===== src/rtl/uart_rx_pkg.sv =====
// Shared constants, state type and size decode for the serial receiver.
// Assumes at most nine data bits per character.
package uart_rx_pkg;
    localparam int DATA_W = 8;
    localparam int FULL_W = DATA_W + 1;

    typedef enum logic [1:0] {RX_IDLE, RX_START, RX_DATA, RX_STOP} rx_state_t;

    // Map the 3-bit size code to a data-bit count (5..9, 8 for unused codes).
    function automatic logic [3:0] size_bits(input logic [2:0] code);
        case (code)
            3'b000:  size_bits = 4'd5;
            3'b001:  size_bits = 4'd6;
            3'b010:  size_bits = 4'd7;
            3'b111:  size_bits = 4'd9;
            default: size_bits = 4'd8;
        endcase
    endfunction
endpackage


===== src/rtl/uart_rx_vote.sv =====
// Line synchronizer and three-sample majority voter.
// Assumes the framer supplies the sample counter and the mid-bit index;
// the vote output is valid in the tick where cnt equals mid+1.
module uart_rx_vote #(
    parameter int CNT_W = 4
) (
    input  logic             clk,
    input  logic             rst_n,
    input  logic             tick,
    input  logic             rxd_in,
    input  logic [CNT_W-1:0] cnt,
    input  logic [CNT_W-1:0] mid,
    output logic             line,
    output logic             vote
);
    logic       sync_a;
    logic       samp_lo;
    logic       samp_mid;
    logic [CNT_W-1:0] mid_m1;

    assign mid_m1 = mid - 1'b1;

    // Two-stage synchronizer on the asynchronous line; resets to idle high.
    always_ff @(posedge clk) begin
        if (!rst_n) begin
            sync_a <= 1'b1;
            line   <= 1'b1;
        end else begin
            sync_a <= rxd_in;
            line   <= sync_a;
        end
    end

    // Capture the two samples that precede the deciding one.
    always_ff @(posedge clk) begin
        if (!rst_n) begin
            samp_lo  <= 1'b1;
            samp_mid <= 1'b1;
        end else if (tick) begin
            if (cnt == mid_m1) samp_lo  <= line;
            if (cnt == mid)    samp_mid <= line;
        end
    end

    // Majority of the two stored samples and the current one.
    always_comb begin
        vote = (samp_lo & samp_mid) | (samp_lo & line) | (samp_mid & line);
    end
endmodule


===== src/rtl/uart_rx_frame.sv =====
// Frame sequencer: start detection, data/marker shifting and stop check.
// Assumes baud_tick is a single-cycle pulse per sample period and that the
// configuration stays constant while a frame is in progress.
module uart_rx_frame
    import uart_rx_pkg::*;
#(
    parameter int OVS   = 16,
    parameter int CNT_W = $clog2(OVS)
) (
    input  logic              clk,
    input  logic              rst_n,
    input  logic              en,
    input  logic              tick,
    input  logic              line,
    input  logic              vote,
    input  logic              dbl,
    input  logic              mp,
    input  logic [2:0]        size_code,
    output logic [CNT_W-1:0]  cnt,
    output logic [CNT_W-1:0]  mid,
    output logic              done,
    output logic              stop_bad,
    output logic              marker,
    output logic              nine,
    output logic [FULL_W-1:0] data_out
);
    localparam logic [CNT_W-1:0] MID_N  = CNT_W'(OVS / 2);
    localparam logic [CNT_W-1:0] MID_D  = CNT_W'(OVS / 4);
    localparam logic [CNT_W-1:0] LAST_N = CNT_W'(OVS - 1);
    localparam logic [CNT_W-1:0] LAST_D = CNT_W'(OVS / 2 - 1);

    rx_state_t         state;
    logic [3:0]        bit_idx;
    logic [FULL_W-1:0] sh;
    logic [3:0]        nb;
    logic [3:0]        n_total;
    logic [3:0]        mk_idx;
    logic [CNT_W-1:0]  last;
    logic [CNT_W-1:0]  mid_p1;
    logic [FULL_W-1:0] aligned;
    logic [FULL_W-1:0] mask;

    // Derive bit counts and sample positions from the configuration.
    always_comb begin
        nb      = size_bits(size_code);
        nine    = (nb == 4'(FULL_W));
        n_total = nb + {3'b000, (mp && !nine)};
        mid     = dbl ? MID_D : MID_N;
        last    = dbl ? LAST_D : LAST_N;
        mid_p1  = mid + 1'b1;
        aligned = sh >> (4'(FULL_W) - n_total);
        mask    = (FULL_W'(1) << nb) - FULL_W'(1);
        mk_idx  = nine ? nb - 4'd1 : nb;
        marker  = aligned[mk_idx];
        data_out = aligned & mask;
    end

    // Sequence one frame per start bit, one step per sample tick.
    always_ff @(posedge clk) begin
        if (!rst_n) begin
            state    <= RX_IDLE;
            cnt      <= '0;
            bit_idx  <= '0;
            sh       <= '0;
            done     <= 1'b0;
            stop_bad <= 1'b0;
        end else begin
            done <= 1'b0;
            if (!en) begin
                state <= RX_IDLE;
                cnt   <= '0;
            end else if (tick) begin
                if (state == RX_IDLE) begin
                    if (!line) begin
                        state <= RX_START;
                        cnt   <= CNT_W'(1);
                    end
                end else begin
                    if (cnt == mid_p1) begin
                        case (state)
                            RX_START: if (vote) state <= RX_IDLE;
                            RX_DATA: begin
                                sh      <= {vote, sh[FULL_W-1:1]};
                                bit_idx <= bit_idx + 4'd1;
                            end
                            RX_STOP: begin
                                done     <= 1'b1;
                                stop_bad <= !vote;
                                state    <= RX_IDLE;
                            end
                            default: ;
                        endcase
                    end
                    if (cnt == last) begin
                        cnt <= '0;
                        if (state == RX_START) begin
                            state   <= RX_DATA;
                            bit_idx <= '0;
                        end else if (state == RX_DATA && bit_idx == n_total) begin
                            state <= RX_STOP;
                        end
                    end else begin
                        cnt <= cnt + 1'b1;
                    end
                end
            end
        end
    end
endmodule


===== src/rtl/uart_rx_hold.sv =====
// Holding register with completion, frame-error and overrun flags, the
// address filter and the interrupt gate. Assumes done is a one-cycle pulse.
module uart_rx_hold
    import uart_rx_pkg::*;
(
    input  logic              clk,
    input  logic              rst_n,
    input  logic              en,
    input  logic              done,
    input  logic              stop_bad,
    input  logic              marker,
    input  logic              nine,
    input  logic              mp,
    input  logic [FULL_W-1:0] data_in,
    input  logic              rd,
    input  logic              ie,
    input  logic              gie,
    output logic [DATA_W-1:0] rx_data,
    output logic              rx_bit8,
    output logic              rx_done,
    output logic              frame_err,
    output logic              overrun,
    output logic              irq
);
    logic accept;

    // A finished frame is kept unless the address filter rejects it.
    always_comb begin
        accept = done && !(mp && !marker);
        irq    = ie && gie && rx_done;
    end

    // Load, overrun, read-clear and flush of the holding register.
    always_ff @(posedge clk) begin
        if (!rst_n || !en) begin
            rx_data   <= '0;
            rx_bit8   <= 1'b0;
            rx_done   <= 1'b0;
            frame_err <= 1'b0;
            overrun   <= 1'b0;
        end else if (accept) begin
            if (rx_done && !rd) begin
                overrun <= 1'b1;
            end else begin
                rx_data   <= data_in[DATA_W-1:0];
                rx_bit8   <= nine && data_in[FULL_W-1];
                rx_done   <= 1'b1;
                frame_err <= stop_bad;
                overrun   <= 1'b0;
            end
        end else if (rd) begin
            rx_done <= 1'b0;
        end
    end
endmodule


===== src/rtl/uart_addr_rx.sv =====
// Top level of the serial receiver: voter, frame sequencer and holding
// register. Assumes an external source of one baud_tick per sample period.
module uart_addr_rx
    import uart_rx_pkg::*;
#(
    parameter int OVS = 16
) (
    input  logic              clk,
    input  logic              rst_n,
    input  logic              rxd,
    input  logic              baud_tick,
    input  logic              rx_en,
    input  logic              dbl_speed,
    input  logic              mp_mode,
    input  logic [2:0]        char_size,
    input  logic              rx_int_en,
    input  logic              glob_int_en,
    input  logic              rd_strobe,
    output logic [DATA_W-1:0] rx_data,
    output logic              rx_bit8,
    output logic              rx_done,
    output logic              frame_err,
    output logic              overrun,
    output logic              rx_irq
);
    localparam int CNT_W = $clog2(OVS);

    logic [CNT_W-1:0]  smp_cnt;
    logic [CNT_W-1:0]  smp_mid;
    logic              line_s;
    logic              bit_vote;
    logic              frame_done;
    logic              stop_bad;
    logic              frm_marker;
    logic              frm_nine;
    logic [FULL_W-1:0] frm_data;

    uart_rx_vote #(.CNT_W(CNT_W)) u_vote (
        .clk(clk), .rst_n(rst_n), .tick(baud_tick), .rxd_in(rxd),
        .cnt(smp_cnt), .mid(smp_mid), .line(line_s), .vote(bit_vote)
    );

    uart_rx_frame #(.OVS(OVS), .CNT_W(CNT_W)) u_frame (
        .clk(clk), .rst_n(rst_n), .en(rx_en), .tick(baud_tick),
        .line(line_s), .vote(bit_vote), .dbl(dbl_speed), .mp(mp_mode),
        .size_code(char_size), .cnt(smp_cnt), .mid(smp_mid),
        .done(frame_done), .stop_bad(stop_bad), .marker(frm_marker),
        .nine(frm_nine), .data_out(frm_data)
    );

    uart_rx_hold u_hold (
        .clk(clk), .rst_n(rst_n), .en(rx_en), .done(frame_done),
        .stop_bad(stop_bad), .marker(frm_marker), .nine(frm_nine),
        .mp(mp_mode), .data_in(frm_data), .rd(rd_strobe),
        .ie(rx_int_en), .gie(glob_int_en), .rx_data(rx_data),
        .rx_bit8(rx_bit8), .rx_done(rx_done), .frame_err(frame_err),
        .overrun(overrun), .irq(rx_irq)
    );
endmodule


===== config.mk =====
export PLATFORM = sky130hd
export DESIGN_NAME = uart_addr_rx
export DESIGN_NICKNAME = d
export VERILOG_FILES = /design/src/rtl/uart_rx_pkg.sv /design/src/rtl/uart_rx_vote.sv /design/src/rtl/uart_rx_frame.sv /design/src/rtl/uart_rx_hold.sv /design/src/rtl/uart_addr_rx.sv
export SDC_FILE = /design/constraint.sdc
export NUM_CORES = 1
export LEC_CHECK = 0
export ABC_AREA = 1
export BUFFER_PORTS_ARGS = -buffer_cell sky130_fd_sc_hd__buf_4
export CORE_MARGIN = 8
export CORE_UTILIZATION = 50
export CTS_CLUSTER_DIAMETER = 120
export DETAILED_ROUTE_END_ITERATION = 16
export HOLD_SLACK_MARGIN = 0.12
export PLACE_DENSITY = 0.72
export SLEW_MARGIN = 10
export SYNTH_ARGS = -nofsm -noshare
export SYNTH_HDL_FRONTEND = slang
export SYNTH_HIERARCHICAL = 1
export SYNTH_SLANG_ARGS = --single-unit

===== constraint.sdc =====
create_clock -name clk -period 3.05 [get_ports clk]
set_clock_uncertainty 0.05 [all_clocks]
set_input_delay 0.305 -clock clk [delete_from_list [all_inputs] [get_ports clk]]
set_output_delay 0.305 -clock clk [all_outputs]
set_load 0.02 [all_outputs]

Yosys cells after proc, flatten, opt, wreduce, memory -nomap -nowiden
Cells that the tools add are included.
{"block": "classes", "muxes": 26, "eq_ne": 14, "reduce_logical": 29, "bitwise_logic": 12, "addsub": 8, "shifts": 2, "n_lt_le_gt_ge": 1}
{"op": "4-bit 2-to-1 mux", "n": 10}
{"op": "4-bit == test", "n": 5}
{"op": "4-bit case mux with 4 select lines", "n": 1}
{"op": "2-bit 2-to-1 mux", "n": 7}
{"op": "4-bit by 1-bit adder with 4-bit output, second input constant", "n": 3}
{"op": "2-bit AND reduction", "n": 6}
{"op": "5-bit AND reduction", "n": 2}
{"op": "9-bit AND", "n": 1}
{"op": "1-bit by 4-bit << shifter with 9-bit output, first input constant", "n": 1}
{"op": "9-bit by 4-bit >> shifter with 9-bit output", "n": 1}
{"op": "9-bit by 2-bit subtractor with 9-bit output, second input constant", "n": 1}
{"op": "1-bit logical AND", "n": 8}
{"op": "4-bit by 1-bit subtractor with 4-bit output, second input constant", "n": 2}
{"op": "1-bit logical NOT", "n": 7}
{"op": "1-bit 2-to-1 mux", "n": 6}
{"op": "1-bit NOT", "n": 6}
{"op": "4-bit by 5-bit < comparator with 1-bit output, second input constant", "n": 1}
{"op": "5-bit OR reduction", "n": 1}
{"op": "4-bit by 1-bit adder with 4-bit output", "n": 1}
{"op": "1-bit binary-select mux with 4-bit select", "n": 1}
{"op": "2-bit == test, second input constant", "n": 2}
{"op": "4-bit == test, second input constant", "n": 1}
{"op": "2-bit != test, second input constant", "n": 2}
{"op": "2-bit case mux with 2 select lines", "n": 1}
{"op": "other kinds (12)", "n": 15}
{"block": "word_totals", "in_bits": 13, "output_inout_bits": 13, "register_bits": 37, "elab_cells": 107}

Depth between registers and ports, before layout
{"block": "depth", "word_depth": 16, "depth_mapped": 28, "mapped_depth_nobuf": 26}

Hierarchy
Netlist, hierarchy kept.
{"mod": "uart_rx_frame", "area_each_um2": 1751.7, "cells_each": 282, "seq_area_each_um2": 420.4, "instances": 1}
{"mod": "uart_rx_hold", "area_each_um2": 640.6, "cells_each": 99, "seq_area_each_um2": 240.2, "instances": 1}
{"mod": "uart_rx_vote", "area_each_um2": 365.4, "cells_each": 69, "seq_area_each_um2": 80.1, "instances": 1}

Least setup slack after synthesis
Ideal clock, no wire load.
{"block": "synth_timing", "kind": "input to register", "startpoint": "input char_size[1]", "endpoint": "register u_hold.frame_err", "setup_time_ns": 0.110, "cell_stages": 26, "setup_slack_ns": 0.019, "path_buffers": 4, "arrival_time_ns": 2.871, "cell_sequence": "nand2_1 > nor2_1 > inv_1 > nand2_1 > inv_1 > ha_1 > ha_1 > buf_4 > inv_1 > buf_4 > ha_1 > clkbuf_1 > nor2_1 > nand2_2 > nand2_1 > nand3_1 > nand2_1 > nand2_1 > nand2_1 > inv_1 > nand2_2 > nand3_2 > buf_6 > nand2_2 > inv_1 > nor2_1"}
{"block": "synth_via", "elab_chain_cells": 15, "elab_cells_between_ends": 20, "classes_between": "add/sub: 3; eq/ne: 4; shift: 1; mux: 4; reduce/logical: 8"}
{"item": "start: declaration", "line_no": "uart_addr_rx.sv:15", "text": "input logic [2:0] char_size,"}
{"item": "3-bit == test, or another cell as far along", "line_no": "uart_rx_pkg.sv:11", "text": "case (code)"}
{"item": "4-bit case mux with 4 select lines (*)", "line_no": "uart_rx_pkg.sv:11"}
{"item": "4-bit == test (*)", "line_no": "uart_rx_frame.sv:46", "text": "nine = (nb == 4'(FULL_W));"}
{"item": "via frm_nine", "line_no": "uart_addr_rx.sv:35", "text": "logic frm_nine;"}
{"item": "1-bit logical NOT", "line_no": "uart_rx_frame.sv:47", "text": "n_total = nb + {3'b000, (mp && !nine)};"}
{"item": "1-bit logical AND", "line_no": "uart_rx_frame.sv:47"}
{"item": "4-bit by 1-bit adder with 4-bit output", "line_no": "uart_rx_frame.sv:47"}
{"item": "4-bit subtractor", "line_no": "uart_rx_frame.sv:51", "text": "aligned = sh >> (4'(FULL_W) - n_total);"}
{"item": "9-bit by 4-bit >> shifter with 9-bit output", "line_no": "uart_rx_frame.sv:51"}
{"item": "1-bit binary-select mux with 4-bit select (*)", "line_no": "uart_rx_frame.sv:54", "text": "marker = aligned[mk_idx];"}
{"item": "1-bit 2-to-1 mux (not written as such) (*)", "line_no": "uart_rx_frame.sv:54"}
{"item": "via frm_marker", "line_no": "uart_addr_rx.sv:34", "text": "logic frm_marker;"}
{"item": "1-bit logical NOT (*)", "line_no": "uart_rx_hold.sv:29", "text": "accept = done && !(mp && !marker);"}
{"item": "1-bit logical AND (*)", "line_no": "uart_rx_hold.sv:29"}
{"item": "1-bit logical NOT (*)", "line_no": "uart_rx_hold.sv:29"}
{"item": "1-bit logical AND (*)", "line_no": "uart_rx_hold.sv:29"}
{"item": "2-bit AND reduction (no source line) (*)"}
{"item": "end signal: assignment", "line_no": "uart_rx_hold.sv:48", "text": "frame_err <= stop_bad;"}
{"item": "end: declaration", "line_no": "uart_rx_hold.sv:21", "text": "output logic frame_err,"}
The timed path passes the listed nets; every way through them passes the cells marked *. The select of a mux whose other input is x is not followed.
A chain may end at the register's enable or synchronous reset.

Worst setup path in the final report
{"block": "layout_timing", "startpoint": "input char_size[0]", "endpoint": "register u_hold.rx_data[1]"}
{"block": "layout_via", "elab_chain_cells": 15, "elab_cells_between_ends": 23, "classes_between": "add/sub: 4; eq/ne: 4; shift: 2; mux: 4; bitwise: 1; reduce/logical: 8"}
{"item": "3-bit == test, or another cell as far along", "line_no": "uart_rx_pkg.sv:11"}
{"item": "4-bit case mux with 4 select lines (*)", "line_no": "uart_rx_pkg.sv:11"}
{"item": "4-bit == test (*)", "line_no": "uart_rx_frame.sv:46"}
{"item": "via frm_nine", "line_no": "uart_addr_rx.sv:35"}
{"item": "1-bit logical NOT", "line_no": "uart_rx_frame.sv:47"}
{"item": "1-bit logical AND", "line_no": "uart_rx_frame.sv:47"}
{"item": "4-bit by 1-bit adder with 4-bit output", "line_no": "uart_rx_frame.sv:47"}
{"item": "4-bit subtractor", "line_no": "uart_rx_frame.sv:51"}
{"item": "9-bit by 4-bit >> shifter with 9-bit output", "line_no": "uart_rx_frame.sv:51"}
{"item": "1-bit binary-select mux with 4-bit select (*)", "line_no": "uart_rx_frame.sv:54"}
{"item": "1-bit 2-to-1 mux (not written as such) (*)", "line_no": "uart_rx_frame.sv:54"}
{"item": "via frm_marker", "line_no": "uart_addr_rx.sv:34"}
{"item": "1-bit logical NOT (*)", "line_no": "uart_rx_hold.sv:29"}
{"item": "1-bit logical AND (*)", "line_no": "uart_rx_hold.sv:29"}
{"item": "1-bit logical NOT (*)", "line_no": "uart_rx_hold.sv:29"}
{"item": "1-bit logical AND (*)", "line_no": "uart_rx_hold.sv:29"}
{"item": "2-bit AND reduction (no source line) (*)"}
{"item": "end signal: assignment", "line_no": "uart_rx_hold.sv:45", "text": "rx_data <= data_in[DATA_W-1:0];"}
{"item": "end: declaration", "line_no": "uart_rx_hold.sv:18", "text": "output logic [DATA_W-1:0] rx_data,"}
Marks and branches as above.

==> flow_summary_export.csv <==
group,metric,value,unit
run_status,status,"finished, final reports clean",
floorplanning,fp.dieH,90.3,um
synth,synthFlopType,"dfxtp_1",
placed_design,io_buffers,25,
timing,tns,0,ns
worst_setup_path,slowest_stage,"ha_1",
clock_network,cts.path.max_buffers,2,
finish,fin_nets,506,
worst_setup_path,crit_arrival,2.89,ns
clock_network,clock_sinks,37,
placed_design,placed_area,3030,sq um
routing,wire_per_inst,11.2,um
routing,first_iter_violations,115,
routing,drt-total-wl,6220,um
placed_design,globalplace.congestion,0.884,
worst_setup_path,critPathCaptureType,"register",
routing,vias,2719,
run,cap_violations,0,
synth,yosys_warnings,6,
clock_network,cts_hold_buf,0,
routing,drc,0,
worst_setup_path,worstSetupPathType,"primary input to register",
timing,maxSlewViolCount,0,
clock_network,postCtsSetupBuffers,0,
floorplanning,die_w,90.3,um
routing,drtPass1Iterations,5,
global_route,grt_pass1_vias,2529,
global_route,grt_start_max_net_pins,17,
finish,fin_area,3200,sq um
floorplanning,coreArea,5410,sq um
synth,async_flop_share,0,
synth,synth_top_area_cell,"dfxtp_1",
worst_setup_path,worstSetupStartpointType,"primary input",
worst_setup_path,critical_path.max_stage_delay,0.19,ns
timing,worst_hold_slack,0.132,ns
timing,rsz0062_at_grt,"no",
synth,ys_ff_latch,37,
finish,drive_gt1_frac,0.168,
synth,syn_area,2760,sq um
clock_network,cts_tree,"done",
synth,synthCells,450,
synth,synth_top_area_share,0.269,
finish,syn_to_final_growth,16.0,%
global_route,antenna_found_initial,0,
synth,ys_types,41,
timing,period_share,0.901,
worst_setup_path,cpMostUsedCell,"nand2_1",
floorplanning,start_util,0.510,
worst_setup_path,required,3.19,ns
synth,syn_area_per_cell,6.13,sq um
global_route,overflow,0,
floorplanning,io_pins,26,
clock_network,clk_latency,0.29,ns
pwr,p_per_area,385,nW/um^2
timing,hold_viol,0,
clock_network,root_buffer,"clkbuf_8",
min_path,hp-class,"primary input to register",
finish,final.fill_count,540,
worst_setup_path,crit_fanout,11,
timing,setup_viol,0,
synth,ys_seq_area_frac,0.269,
floorplanning,num_rows,27,
pwr,power_leakage,1.49,nW
routing,viasPerCell,4.90,
floorplanning,dieArea,8150,sq um
global_route,grt_use_total,0.152,
clock_network,clk_pin_slew_worst_paths,0.08,ns
timing,fmax,364,MHz
finish,antenna-diode-count,0,
clock_network,cts.htree.levels,2,
placed_design,hpwl,4780,um
pwr,ir_drop,0.394,mV
timing,period_needed,2.75,ns
synth,synth_area_leaders,"dfxtp_1 27%, nand2_1 18%, inv_1 9.8%",
synth,synth_edf_count,0,
clock_network,cts_buffers,5,
finish,multi_input_area,1660,sq um
global_route,grt_pass1_wl,10800,um
finish,seqCellArea,741,sq um
routing,ant_nets,0,
path summary, 6_finish.rpt:
path                                                 start                        endpoint  slack [ns]  cells past startpoint
worst max register to register  u_frame/sh[7]$_SDFFE_PN0P_  u_hold/rx_data[1]$_SDFFE_PP0P_        1.21                     16
worst max-delay path                          char_size[0]  u_hold/rx_data[1]$_SDFFE_PP0P_        0.30                     26
worst min-delay path                                   rxd        u_vote/sync_a$_SDFF_PN1_        0.13                      3
worst min register to register    u_vote/sync_a$_SDFF_PN1_          u_vote/line$_SDFF_PN1_        0.36                      2
where the power goes:
part           leakage (nW)  internal, mW  switching [mW]
clock                0.0681         0.325           0.180
sequential            0.299         0.485         0.00202
combinational          1.12        0.0943           0.145
total                  1.49         0.904           0.327
state kept, by name, indices dropped and copies added (netlist names):
signal,count
u_frame/cnt,4
u_hold/rx_bit8,1
u_vote/samp_lo,1
u_vote/samp_mid,1
u_vote/line,1
u_frame/stop_bad,1
u_frame/done,1
u_frame/sh,9
u_vote/sync_a,1
u_hold/overrun,1
u_frame/state,2
u_frame/bit_idx,4
u_hold/frame_err,1
u_hold/rx_done,1
u_hold/rx_data,8
through the flow:
step                      power [mW]   util  worst slack [ns]  cells
after detailed placement       0.725  0.560            -0.107    546
final                           1.23  0.592             0.303    555
after global placement         0.722  0.560            0.0388    546
after global routing            1.30  0.592           0.00434    555
after CTS                       1.23  0.585             0.182    554
after floorplan                0.663      -            0.0194    452
layout by cell type (no fill, tap or decap), types with 3 or more instances in the layout:
cell type / count
a211oi_1: 3
a21oi_1: 22
buf_4: 36
clkbuf_8: 5
conb_1: 4
dfxtp_1: 37
ha_1: 10
inv_1: 72
inv_2: 4
nand2_1: 129
nand2_2: 17
nand3_1: 36
nand4_1: 11
nor2_1: 44
nor2_2: 4
nor3_1: 3
o21ai_0: 11
o21ai_1: 4
xor2_1: 3
critical path: cells and delay by family:
| family | cells | cell delay, ns |
|---|---|---|
| adder cells (fa/ha/maj) | 3 | 0.55 |
| buffers and inverters | 6 | 0.52 |
| AND/OR/NAND/NOR | 17 | 1.50 |
final cells by class:
type,count,area share
repair buffers,37,0.0880
clock inverters,3,0.0203
multi-input cells,323,0.518
inverters,78,0.0919
clock buffers,5,0.0215
flip-flops and latches,37,0.232
well taps,72,0.0282
logic make-up (layout without fill, tap and decap cells):
group	after synthesis	after routing	share of synthesized area
AOI/OAI and AO/OA	48	48	0.102
xor gates and xnor gates	4	4	0.0127
buffers and inverters	93	123	0.145
other	2	4	0.00272
DFF	37	37	0.269
and+or+nand+nor	254	255	0.416
adders and majority gates	12	12	0.0535
timing repair:
item | 4_1_cts | 5_1_grt
endpoints found under the hold margin | 0 | 0
gates resized for setup | 0 | 5
setup endpoints to repair | 0 | 12
cell usage after synthesis, types with 2 or more instances:
| cell | number |
|---|---|
| buf_4 | 5 |
| inv_2 | 4 |
| o211ai_1 | 2 |
| inv_1 | 72 |
| o21ai_1 | 4 |
| nor3_1 | 3 |
| buf_2 | 5 |
| conb_1 | 2 |
| nand2_4 | 2 |
| buf_6 | 3 |
| nor2_2 | 4 |
| dfxtp_1 | 37 |
| nand3b_1 | 2 |
| ha_1 | 11 |
| nand2_2 | 16 |
| nor2_1 | 44 |
| a211oi_1 | 3 |
| nand2_1 | 130 |
| nand3_1 | 36 |
| nand4_1 | 11 |
| a21oi_1 | 22 |
| xor2_1 | 3 |
| o21ai_0 | 11 |
metal layers:
metal	routed length, um	track usage	up-vias
met3	209	0.0333	6
met5	0	0	-
met4	49	0.0347	0
met2	3000	0.267	45
li1	-	-	1457
met1	2970	0.184	1211
(Power assumes the default switching activity.)
